File: src/rtl/dmx_pkg.sv
// Shared constants and state types for the DMX512 node.
// Assumes one bit time equals OS_RATE oversampling ticks (set at the top).
package dmx_pkg;
    localparam int BREAK_BITS   = 25;  // transmitted break length
    localparam int MAB_BITS     = 3;   // transmitted mark-after-break length
    localparam int BRK_MIN_BITS = 23;  // shortest low accepted as a break
    localparam int FRAME_BITS   = 11;  // start + 8 data + 2 stop
    localparam int DATA_BITS    = 8;

    typedef enum logic [1:0] {
        TX_IDLE,
        TX_BREAK,
        TX_MAB,
        TX_SLOT
    } tx_state_e;

    typedef enum logic [2:0] {
        RX_IDLE,
        RX_START,
        RX_DATA,
        RX_STOP,
        RX_WAIT
    } rx_state_e;
endpackage

File: src/rtl/dmx_tx.sv
// DMX512 transmit engine.
// It holds one written byte. The first byte of a packet is sent as a start
// code after an automatic break and mark-after-break. After that, slots_m1+1
// data slots are sent, and the packet closes.
// Assumes OS_RATE >= 2 and that slots_m1 is stable while a packet is open.
module dmx_tx
    import dmx_pkg::*;
#(
    parameter int OS_RATE = 8,
    parameter int CNT_W   = 16
) (
    input  logic             clk,
    input  logic             rst_n,
    input  logic             os_tick,
    input  logic [CNT_W-1:0] slots_m1,
    input  logic             wr_valid,
    input  logic [7:0]       wr_data,
    output logic             wr_ready,
    output logic             tx_line
);
    localparam int TW = $clog2(OS_RATE);

    tx_state_e        state;
    logic [TW-1:0]    tick_cnt;
    logic [4:0]       bit_cnt;
    logic [10:0]      shreg;
    logic [7:0]       hold_q;
    logic             hold_v;
    logic             pkt_open;
    logic             cur_start;
    logic [CNT_W-1:0] sent;
    logic             bit_end;

    assign wr_ready = !hold_v;
    assign bit_end  = os_tick && (tick_cnt == TW'(OS_RATE - 1));

    // Line level: low during break, shifter LSB during a slot, high otherwise
    always_comb begin
        case (state)
            TX_BREAK: tx_line = 1'b0;
            TX_SLOT:  tx_line = shreg[0];
            default:  tx_line = 1'b1;
        endcase
    end

    // Sequencer: holding register, packet framing and bit timing
    always_ff @(posedge clk) begin
        if (!rst_n) begin
            state     <= TX_IDLE;
            tick_cnt  <= '0;
            bit_cnt   <= '0;
            shreg     <= '1;
            hold_q    <= '0;
            hold_v    <= 1'b0;
            pkt_open  <= 1'b0;
            cur_start <= 1'b0;
            sent      <= '0;
        end else begin
            if (wr_valid && !hold_v) begin
                hold_q <= wr_data;
                hold_v <= 1'b1;
            end
            if (os_tick && !bit_end && state != TX_IDLE)
                tick_cnt <= tick_cnt + TW'(1);
            case (state)
                TX_IDLE: begin
                    tick_cnt <= '0;
                    bit_cnt  <= '0;
                    if (hold_v) begin
                        if (!pkt_open) begin
                            state <= TX_BREAK;
                        end else begin
                            shreg     <= {2'b11, hold_q, 1'b0};
                            hold_v    <= 1'b0;
                            cur_start <= 1'b0;
                            state     <= TX_SLOT;
                        end
                    end
                end
                TX_BREAK: begin
                    if (bit_end) begin
                        tick_cnt <= '0;
                        if (bit_cnt == 5'(BREAK_BITS - 1)) begin
                            bit_cnt <= '0;
                            state   <= TX_MAB;
                        end else begin
                            bit_cnt <= bit_cnt + 5'd1;
                        end
                    end
                end
                TX_MAB: begin
                    if (bit_end) begin
                        tick_cnt <= '0;
                        if (bit_cnt == 5'(MAB_BITS - 1)) begin
                            bit_cnt   <= '0;
                            shreg     <= {2'b11, hold_q, 1'b0};
                            hold_v    <= 1'b0;
                            cur_start <= 1'b1;
                            state     <= TX_SLOT;
                        end else begin
                            bit_cnt <= bit_cnt + 5'd1;
                        end
                    end
                end
                default: begin
                    if (bit_end) begin
                        tick_cnt <= '0;
                        shreg    <= {1'b1, shreg[10:1]};
                        if (bit_cnt == 5'(FRAME_BITS - 1)) begin
                            bit_cnt <= '0;
                            state   <= TX_IDLE;
                            if (cur_start) begin
                                pkt_open <= 1'b1;
                                sent     <= '0;
                            end else if (sent == slots_m1) begin
                                pkt_open <= 1'b0;
                            end else begin
                                sent <= sent + CNT_W'(1);
                            end
                        end else begin
                            bit_cnt <= bit_cnt + 5'd1;
                        end
                    end
                end
            endcase
        end
    end
endmodule

File: src/rtl/dmx_rx.sv
// DMX512 receive engine.
// It measures low runs to find breaks, frames slots with mid-bit sampling,
// and produces one store request per start code or per in-window data slot.
// Assumes rx_line is asynchronous (a two-flop synchroniser is used) and
// OS_RATE >= 2.
module dmx_rx
    import dmx_pkg::*;
#(
    parameter int OS_RATE = 8,
    parameter int CNT_W   = 16
) (
    input  logic             clk,
    input  logic             rst_n,
    input  logic             os_tick,
    input  logic             rx_line,
    input  logic [CNT_W-1:0] win_first,
    input  logic [CNT_W-1:0] win_last,
    output logic             store,
    output logic [7:0]       store_data,
    output logic             store_start,
    output logic             brk_pulse
);
    localparam int TW        = $clog2(OS_RATE);
    localparam int HALF      = OS_RATE / 2;
    localparam int BRK_TICKS = BRK_MIN_BITS * OS_RATE;
    localparam int LW        = $clog2(BRK_TICKS + 1);

    logic [1:0]       sync_q;
    logic             rx_s;
    logic [LW-1:0]    low_cnt;
    logic             brk_hit;
    rx_state_e        state;
    logic [TW-1:0]    tick_cnt;
    logic [2:0]       bit_cnt;
    logic [7:0]       shreg;
    logic             synced;
    logic             expect_sc;
    logic [CNT_W-1:0] slot_idx;
    logic             in_win;

    assign rx_s    = sync_q[1];
    assign brk_hit = os_tick && !rx_s && (low_cnt == LW'(BRK_TICKS - 1));
    assign in_win  = (slot_idx >= win_first) && (slot_idx <= win_last);

    // Two-flop synchroniser, idles high
    always_ff @(posedge clk) begin
        if (!rst_n) sync_q <= 2'b11;
        else        sync_q <= {sync_q[0], rx_line};
    end

    // Low-run length in ticks, saturating at the break threshold
    always_ff @(posedge clk) begin
        if (!rst_n || rx_s)                          low_cnt <= '0;
        else if (os_tick && low_cnt != LW'(BRK_TICKS)) low_cnt <= low_cnt + LW'(1);
    end

    // One-cycle break indication
    always_ff @(posedge clk) begin
        if (!rst_n) brk_pulse <= 1'b0;
        else        brk_pulse <= brk_hit;
    end

    // Slot framing, slot counting and store decisions
    always_ff @(posedge clk) begin
        if (!rst_n) begin
            state       <= RX_IDLE;
            tick_cnt    <= '0;
            bit_cnt     <= '0;
            shreg       <= '0;
            synced      <= 1'b0;
            expect_sc   <= 1'b0;
            slot_idx    <= '0;
            store       <= 1'b0;
            store_data  <= '0;
            store_start <= 1'b0;
        end else begin
            store <= 1'b0;
            if (brk_hit) begin
                state     <= RX_WAIT;
                synced    <= 1'b1;
                expect_sc <= 1'b1;
            end else begin
                case (state)
                    RX_IDLE: begin
                        tick_cnt <= '0;
                        if (os_tick && !rx_s) state <= RX_START;
                    end
                    RX_START: begin
                        if (os_tick) begin
                            if (tick_cnt == TW'(HALF - 1)) begin
                                tick_cnt <= '0;
                                bit_cnt  <= '0;
                                state    <= rx_s ? RX_IDLE : RX_DATA;
                            end else begin
                                tick_cnt <= tick_cnt + TW'(1);
                            end
                        end
                    end
                    RX_DATA: begin
                        if (os_tick) begin
                            if (tick_cnt == TW'(OS_RATE - 1)) begin
                                tick_cnt <= '0;
                                shreg    <= {rx_s, shreg[7:1]};
                                if (bit_cnt == 3'(DATA_BITS - 1)) state <= RX_STOP;
                                else bit_cnt <= bit_cnt + 3'd1;
                            end else begin
                                tick_cnt <= tick_cnt + TW'(1);
                            end
                        end
                    end
                    RX_STOP: begin
                        if (os_tick) begin
                            if (tick_cnt == TW'(OS_RATE - 1)) begin
                                tick_cnt <= '0;
                                if (rx_s) begin
                                    state <= RX_IDLE;
                                    if (synced) begin
                                        store_data <= shreg;
                                        if (expect_sc) begin
                                            store       <= 1'b1;
                                            store_start <= 1'b1;
                                            expect_sc   <= 1'b0;
                                            slot_idx    <= '0;
                                        end else begin
                                            store       <= in_win;
                                            store_start <= 1'b0;
                                            if (slot_idx != '1)
                                                slot_idx <= slot_idx + CNT_W'(1);
                                        end
                                    end
                                end else begin
                                    state  <= RX_WAIT;
                                    synced <= 1'b0;
                                end
                            end else begin
                                tick_cnt <= tick_cnt + TW'(1);
                            end
                        end
                    end
                    default: begin
                        if (rx_s) state <= RX_IDLE;
                    end
                endcase
            end
        end
    end
endmodule

File: src/rtl/dmx_fifo.sv
// Small first-in first-out store for received entries.
// A push while full is ignored (the caller flags it). A pop while empty is
// ignored. Assumes DEPTH is a power of two and at least 2.
module dmx_fifo #(
    parameter int WIDTH = 9,
    parameter int DEPTH = 4
) (
    input  logic             clk,
    input  logic             rst_n,
    input  logic             push,
    input  logic [WIDTH-1:0] push_data,
    input  logic             pop,
    output logic [WIDTH-1:0] head,
    output logic             empty,
    output logic             full
);
    localparam int AW = $clog2(DEPTH);

    logic [WIDTH-1:0] mem [DEPTH];
    logic [AW:0]      wr_ptr;
    logic [AW:0]      rd_ptr;

    assign empty = (wr_ptr == rd_ptr);
    assign full  = (wr_ptr[AW] != rd_ptr[AW]) && (wr_ptr[AW-1:0] == rd_ptr[AW-1:0]);
    assign head  = mem[rd_ptr[AW-1:0]];

    // Storage write
    always_ff @(posedge clk) begin
        if (push && !full) mem[wr_ptr[AW-1:0]] <= push_data;
    end

    // Pointer update
    always_ff @(posedge clk) begin
        if (!rst_n) begin
            wr_ptr <= '0;
            rd_ptr <= '0;
        end else begin
            if (push && !full) wr_ptr <= wr_ptr + (AW+1)'(1);
            if (pop && !empty) rd_ptr <= rd_ptr + (AW+1)'(1);
        end
    end
endmodule

File: src/rtl/dmx_node.sv
// DMX512 node: packet transmitter plus break-aligned, windowed receiver.
// Received start codes and in-window slots go to a FIFO. A sticky flag
// records entries lost to a full FIFO.
// Assumes one bit time = OS_RATE pulses of os_tick.
module dmx_node #(
    parameter int OS_RATE    = 8,
    parameter int CNT_W      = 16,
    parameter int FIFO_DEPTH = 4
) (
    input  logic             clk,
    input  logic             rst_n,
    input  logic             os_tick,
    input  logic [CNT_W-1:0] tx_slots_m1,
    input  logic             wr_valid,
    input  logic [7:0]       wr_data,
    output logic             wr_ready,
    output logic             tx_line,
    input  logic             rx_line,
    input  logic [CNT_W-1:0] win_first,
    input  logic [CNT_W-1:0] win_last,
    input  logic             rd_en,
    output logic [7:0]       rd_data,
    output logic             rd_start,
    output logic             rd_valid,
    output logic             brk_pulse,
    output logic             ovf_flag
);
    logic       store;
    logic [7:0] store_data;
    logic       store_start;
    logic [8:0] head;
    logic       empty;
    logic       full;

    dmx_tx #(.OS_RATE(OS_RATE), .CNT_W(CNT_W)) u_tx (
        .clk      (clk),
        .rst_n    (rst_n),
        .os_tick  (os_tick),
        .slots_m1 (tx_slots_m1),
        .wr_valid (wr_valid),
        .wr_data  (wr_data),
        .wr_ready (wr_ready),
        .tx_line  (tx_line)
    );

    dmx_rx #(.OS_RATE(OS_RATE), .CNT_W(CNT_W)) u_rx (
        .clk         (clk),
        .rst_n       (rst_n),
        .os_tick     (os_tick),
        .rx_line     (rx_line),
        .win_first   (win_first),
        .win_last    (win_last),
        .store       (store),
        .store_data  (store_data),
        .store_start (store_start),
        .brk_pulse   (brk_pulse)
    );

    dmx_fifo #(.WIDTH(9), .DEPTH(FIFO_DEPTH)) u_fifo (
        .clk       (clk),
        .rst_n     (rst_n),
        .push      (store),
        .push_data ({store_start, store_data}),
        .pop       (rd_en),
        .head      (head),
        .empty     (empty),
        .full      (full)
    );

    assign rd_valid = !empty;
    assign rd_start = head[8];
    assign rd_data  = head[7:0];

    // Sticky overflow: a store request met a full FIFO
    always_ff @(posedge clk) begin
        if (!rst_n)            ovf_flag <= 1'b0;
        else if (store && full) ovf_flag <= 1'b1;
    end
endmodule

File: config.mk
export PLATFORM = sky130hd
export DESIGN_NAME = dmx_node
export DESIGN_NICKNAME = d
export VERILOG_FILES = /design/src/rtl/dmx_pkg.sv /design/src/rtl/dmx_tx.sv /design/src/rtl/dmx_rx.sv /design/src/rtl/dmx_fifo.sv /design/src/rtl/dmx_node.sv
export SDC_FILE = /design/constraint.sdc
export NUM_CORES = 1
export LEC_CHECK = 0
export BUFFER_PORTS_ARGS = -buffer_cell sky130_fd_sc_hd__clkbuf_2
export CORE_MARGIN = 3
export CORE_UTILIZATION = 64
export DETAILED_ROUTE_END_ITERATION = 6
export GPL_TIMING_DRIVEN = 0
export PLACE_DENSITY = 0.9
export SLEW_MARGIN = 20
export SYNTH_ARGS = -nofsm -noshare
export SYNTH_HDL_FRONTEND = slang
export SYNTH_SLANG_ARGS = --single-unit
File: constraint.sdc
create_clock -name clk -period 3.9 [get_ports clk]
set_input_delay 0.585 -clock clk [delete_from_list [all_inputs] [get_ports clk]]
set_output_delay 0.585 -clock clk [all_outputs]
set_load 0.05 [all_outputs]
==> flow_summary.json <==
{
  "synth_most_common_cell": "dfxtp_1",
  "synth.avg_cell_area_um2": 9.41,
  "gr-usage-all-layers_pct": 27.3,
  "vias": 6442,
  "netlist_top_cells_count": "dfxtp_1 (111), nor2_1 (78), nand2_1 (70), inv_1 (58), ha_1 (56)",
  "routed_wirelength_mm": 17.3,
  "cts_buffers": 17,
  "synth_edf_count": 36,
  "die_h_um": 116,
  "max_slew.worst_pin.slew_ns": 0.702,
  "wl_per_cell_um": 16.2,
  "hold_slack_ns": 0.347,
  "fin_setup_tns_ns": 0,
  "rsz0062_at_grt": "no",
  "cts_sinks": 147,
  "ir_drop_uv": 485,
  "power_density_nw_per_um2": 448,
  "crit_fanout": 9,
  "criticalPathCategory": "register to output pin",
  "period_minus_slack_ns": 2.71,
  "postCtsSetupBuffers": 0,
  "power_w": 0.00395,
  "grt_overflow": 0,
  "syn_nets": 935,
  "yosys.area.top_type_share_pct": 28.9,
  "area_growth_pct": 14.8,
  "min_from": "rx_line",
  "grt_pass1_vias": 6184,
  "period_share_pct": 69.5,
  "end_kind": "output pin",
  "firstDrtPassIters": 5,
  "die-area_um2": 13400,
  "reg2reg_from": "u_rx.tick_cnt[0]$_SDFFE_PN0P_",
  "cap_violations": 0,
  "yosys.area_share.xor_xnor_pct": 4.67,
  "final_nets": 1028,
  "ioPinCount": 76,
  "async_reset_ff_share_pct": 0,
  "cts.path.max_buffers": 2,
  "port_buffers": 74,
  "status": "completed",
  "hold_violations": 0,
  "ys_seq_area_share_pct": 43.0,
  "power_leakage_nw": 3.56,
  "fmax_ghz": 0.369,
  "fp-row-count": 39,
  "synth_compound_area_share_pct": 12.6,
  "grt_max_degree": 17,
  "grt_pass1_wl_mm": 28.8,
  "ff2ff_path_depth": 7,
  "drtAntennaViolNets": 0,
  "synthTopCellsByArea": "dfxtp_1 (29%), edfxtp_1 (14%), ha_1 (9.1%)",
  "cts_max_level": 4,
  "ys_ff_latch": 147,
  "drtIter0Drc": 533,
  "hpwl_mm": 11.8,
  "holdPathEnd": "u_rx.sync_q[0]$_SDFF_PN1_",
  "setup.reg_to_reg.worst_slack_ns": 1.24,
  "cts-resized-gates": 0,
  "syn_inst": 817,
  "dp.cells": 1034,
  "maxSlewViolCount": 0,
  "fp.dieW_um": 116,
  "synth_top_family_by_area": "simple AND/OR/NAND/NOR gates",
  "coreArea_um2": 11600,
  "synth_top_area_cell": "dfxtp_1",
  "crit_arrival_ns": 2.12,
  "hp-class": "input pin to register",
  "holdPathStages": 2,
  "layout-drive-gt1-share_pct": 14.3,
  "synth-simple-area-share_pct": 19.8,
  "drc": 0,
  "required_ns": 3.31,
  "ys_types": 67,
  "hold_buffers": 0,
  "reg2reg_to": "u_rx.store$_SDFF_PP0_",
  "synth_area_um2": 7690,
  "setup_viol": 0,
  "antenna_cells": 0,
  "finClkSkew_ns": 0.0128,
  "cts-root-buf": "clkbuf_16",
  "routed_via_density": 6.04,
  "yosys_warnings": 0,
  "critPathLaunchType": "register",
  "tritoncts": "yes",
  "synthAdderAreaFrac_pct": 9.11,
  "initial_core_util_pct": 66.5,
  "place_congestion": 0.891,
  "max_slew_margin_pct": 53.2,
  "synth_flop_cell": "dfxtp_1",
  "grt_antenna_before_repair": 0,
  "clock_latency_ns": 0.43,
  "clk_pin_slew_worst_paths_ns": 0.06,
  "synthMuxAreaShare_pct": 5.89,
  "finalNonFillerCells": 1066
}
critical path, cell delays in order, from the launching register on:
cell and delay [ns]:
dfxtp_1 0.32, clkbuf_1 0.54, mux4_2 0.59, clkbuf_2 0.25
worst max path at each step:
stage / to / cells after the start / from / slack (ns)
2_1_floorplan: u_rx.slot_idx[8]$_SDFFE_PN0P_ / 8 / u_rx.tick_cnt[0]$_SDFFE_PN0P_ / 1.80
3_3_place_gp: u_rx.store$_SDFF_PP0_ / 7 / u_rx.tick_cnt[0]$_SDFFE_PN0P_ / 1.36
3_5_place_dp: u_rx.store$_SDFF_PP0_ / 7 / u_rx.tick_cnt[0]$_SDFFE_PN0P_ / 1.35
4_1_cts: rd_data[4] / 3 / register / 1.16
5_1_grt: rd_data[4] / 3 / register / 1.03
6_report: rd_data[4] / 3 / register / 1.19
state kept, by name, summed over array words and instances, names as in the netlist, 2 cells and up, named ones only:
register         cells
u_rx.shreg           8
u_fifo.rd_ptr        3
u_fifo.wr_ptr        3
u_rx.store_data      8
u_fifo.mem          36
u_tx.bit_cnt         5
u_tx.shreg           9
u_tx.state           2
u_tx.sent           16
u_rx.low_cnt         8
u_rx.state           3
u_rx.bit_cnt         3
u_rx.slot_idx       16
u_rx.tick_cnt        3
u_tx.hold_q          8
u_rx.sync_q          2
u_tx.tick_cnt        3
metal layers:
layer	vias up	wire, um	track usage, %
met2	268	8490	45.1
met3	57	1120	5.95
met4	0	439	12.7
met1	2989	7270	34.1
li1	3128	-	-
met5	-	0	0
power by group:
| part | leakage (nW) | total, W | internal [W] | switching (W) |
|---|---|---|---|---|
| logic | 2.13 | 0.000656 | 0.000241 | 0.000415 |
| registers | 1.15 | 0.00168 | 0.00163 | 0.0000483 |
| clock network | 0.286 | 0.00162 | 0.000909 | 0.000711 |
layout make-up:
type	instances	area (um^2)
Buffer	39	163
Tap cell	143	179
Clock buffer	17	425
Fill cell	779	2740
Clock inverter	15	161
Timing Repair Buffer	74	370
Inverter	58	218
Sequential cell	147	3300
Multi-Input combinational cell	573	4000
per-stage QoR:
step	setup slack (ns)	instance area [um^2]	util [%]
2_1_floorplan	1.80	7690	-
3_3_place_gp	1.36	8240	71.2
3_5_place_dp	1.35	8240	71.2
4_1_cts	1.16	8820	76.3
5_1_grt	1.03	8820	76.3
6_report	1.19	8820	76.3
logic make-up (layout without fill, tap and decap cells):
group | after synthesis | count (layout)
xor+xnor | 41 | 41
buf+inv | 97 | 203
fa+ha+maj | 56 | 56
simple gates | 296 | 296
compound gates | 146 | 146
flops | 147 | 147
mux | 34 | 34
cells in the final DEF, fill, tap and decap left out, drive strengths merged, types with 9 or more instances in the layout:
cell type / instances
nand3: 27
and2: 9
nand2: 71
xnor2: 11
mux4: 9
edfxtp: 36
a21oi: 55
nor2: 78
buf: 12
ha: 56
o21ai: 24
xor2: 30
mux2i: 25
a31oi: 9
inv: 67
clkbuf: 118
nor3: 11
dfxtp: 111
nand4: 24
nor4: 11
nand2b: 18
(Power assumes the default switching activity.)
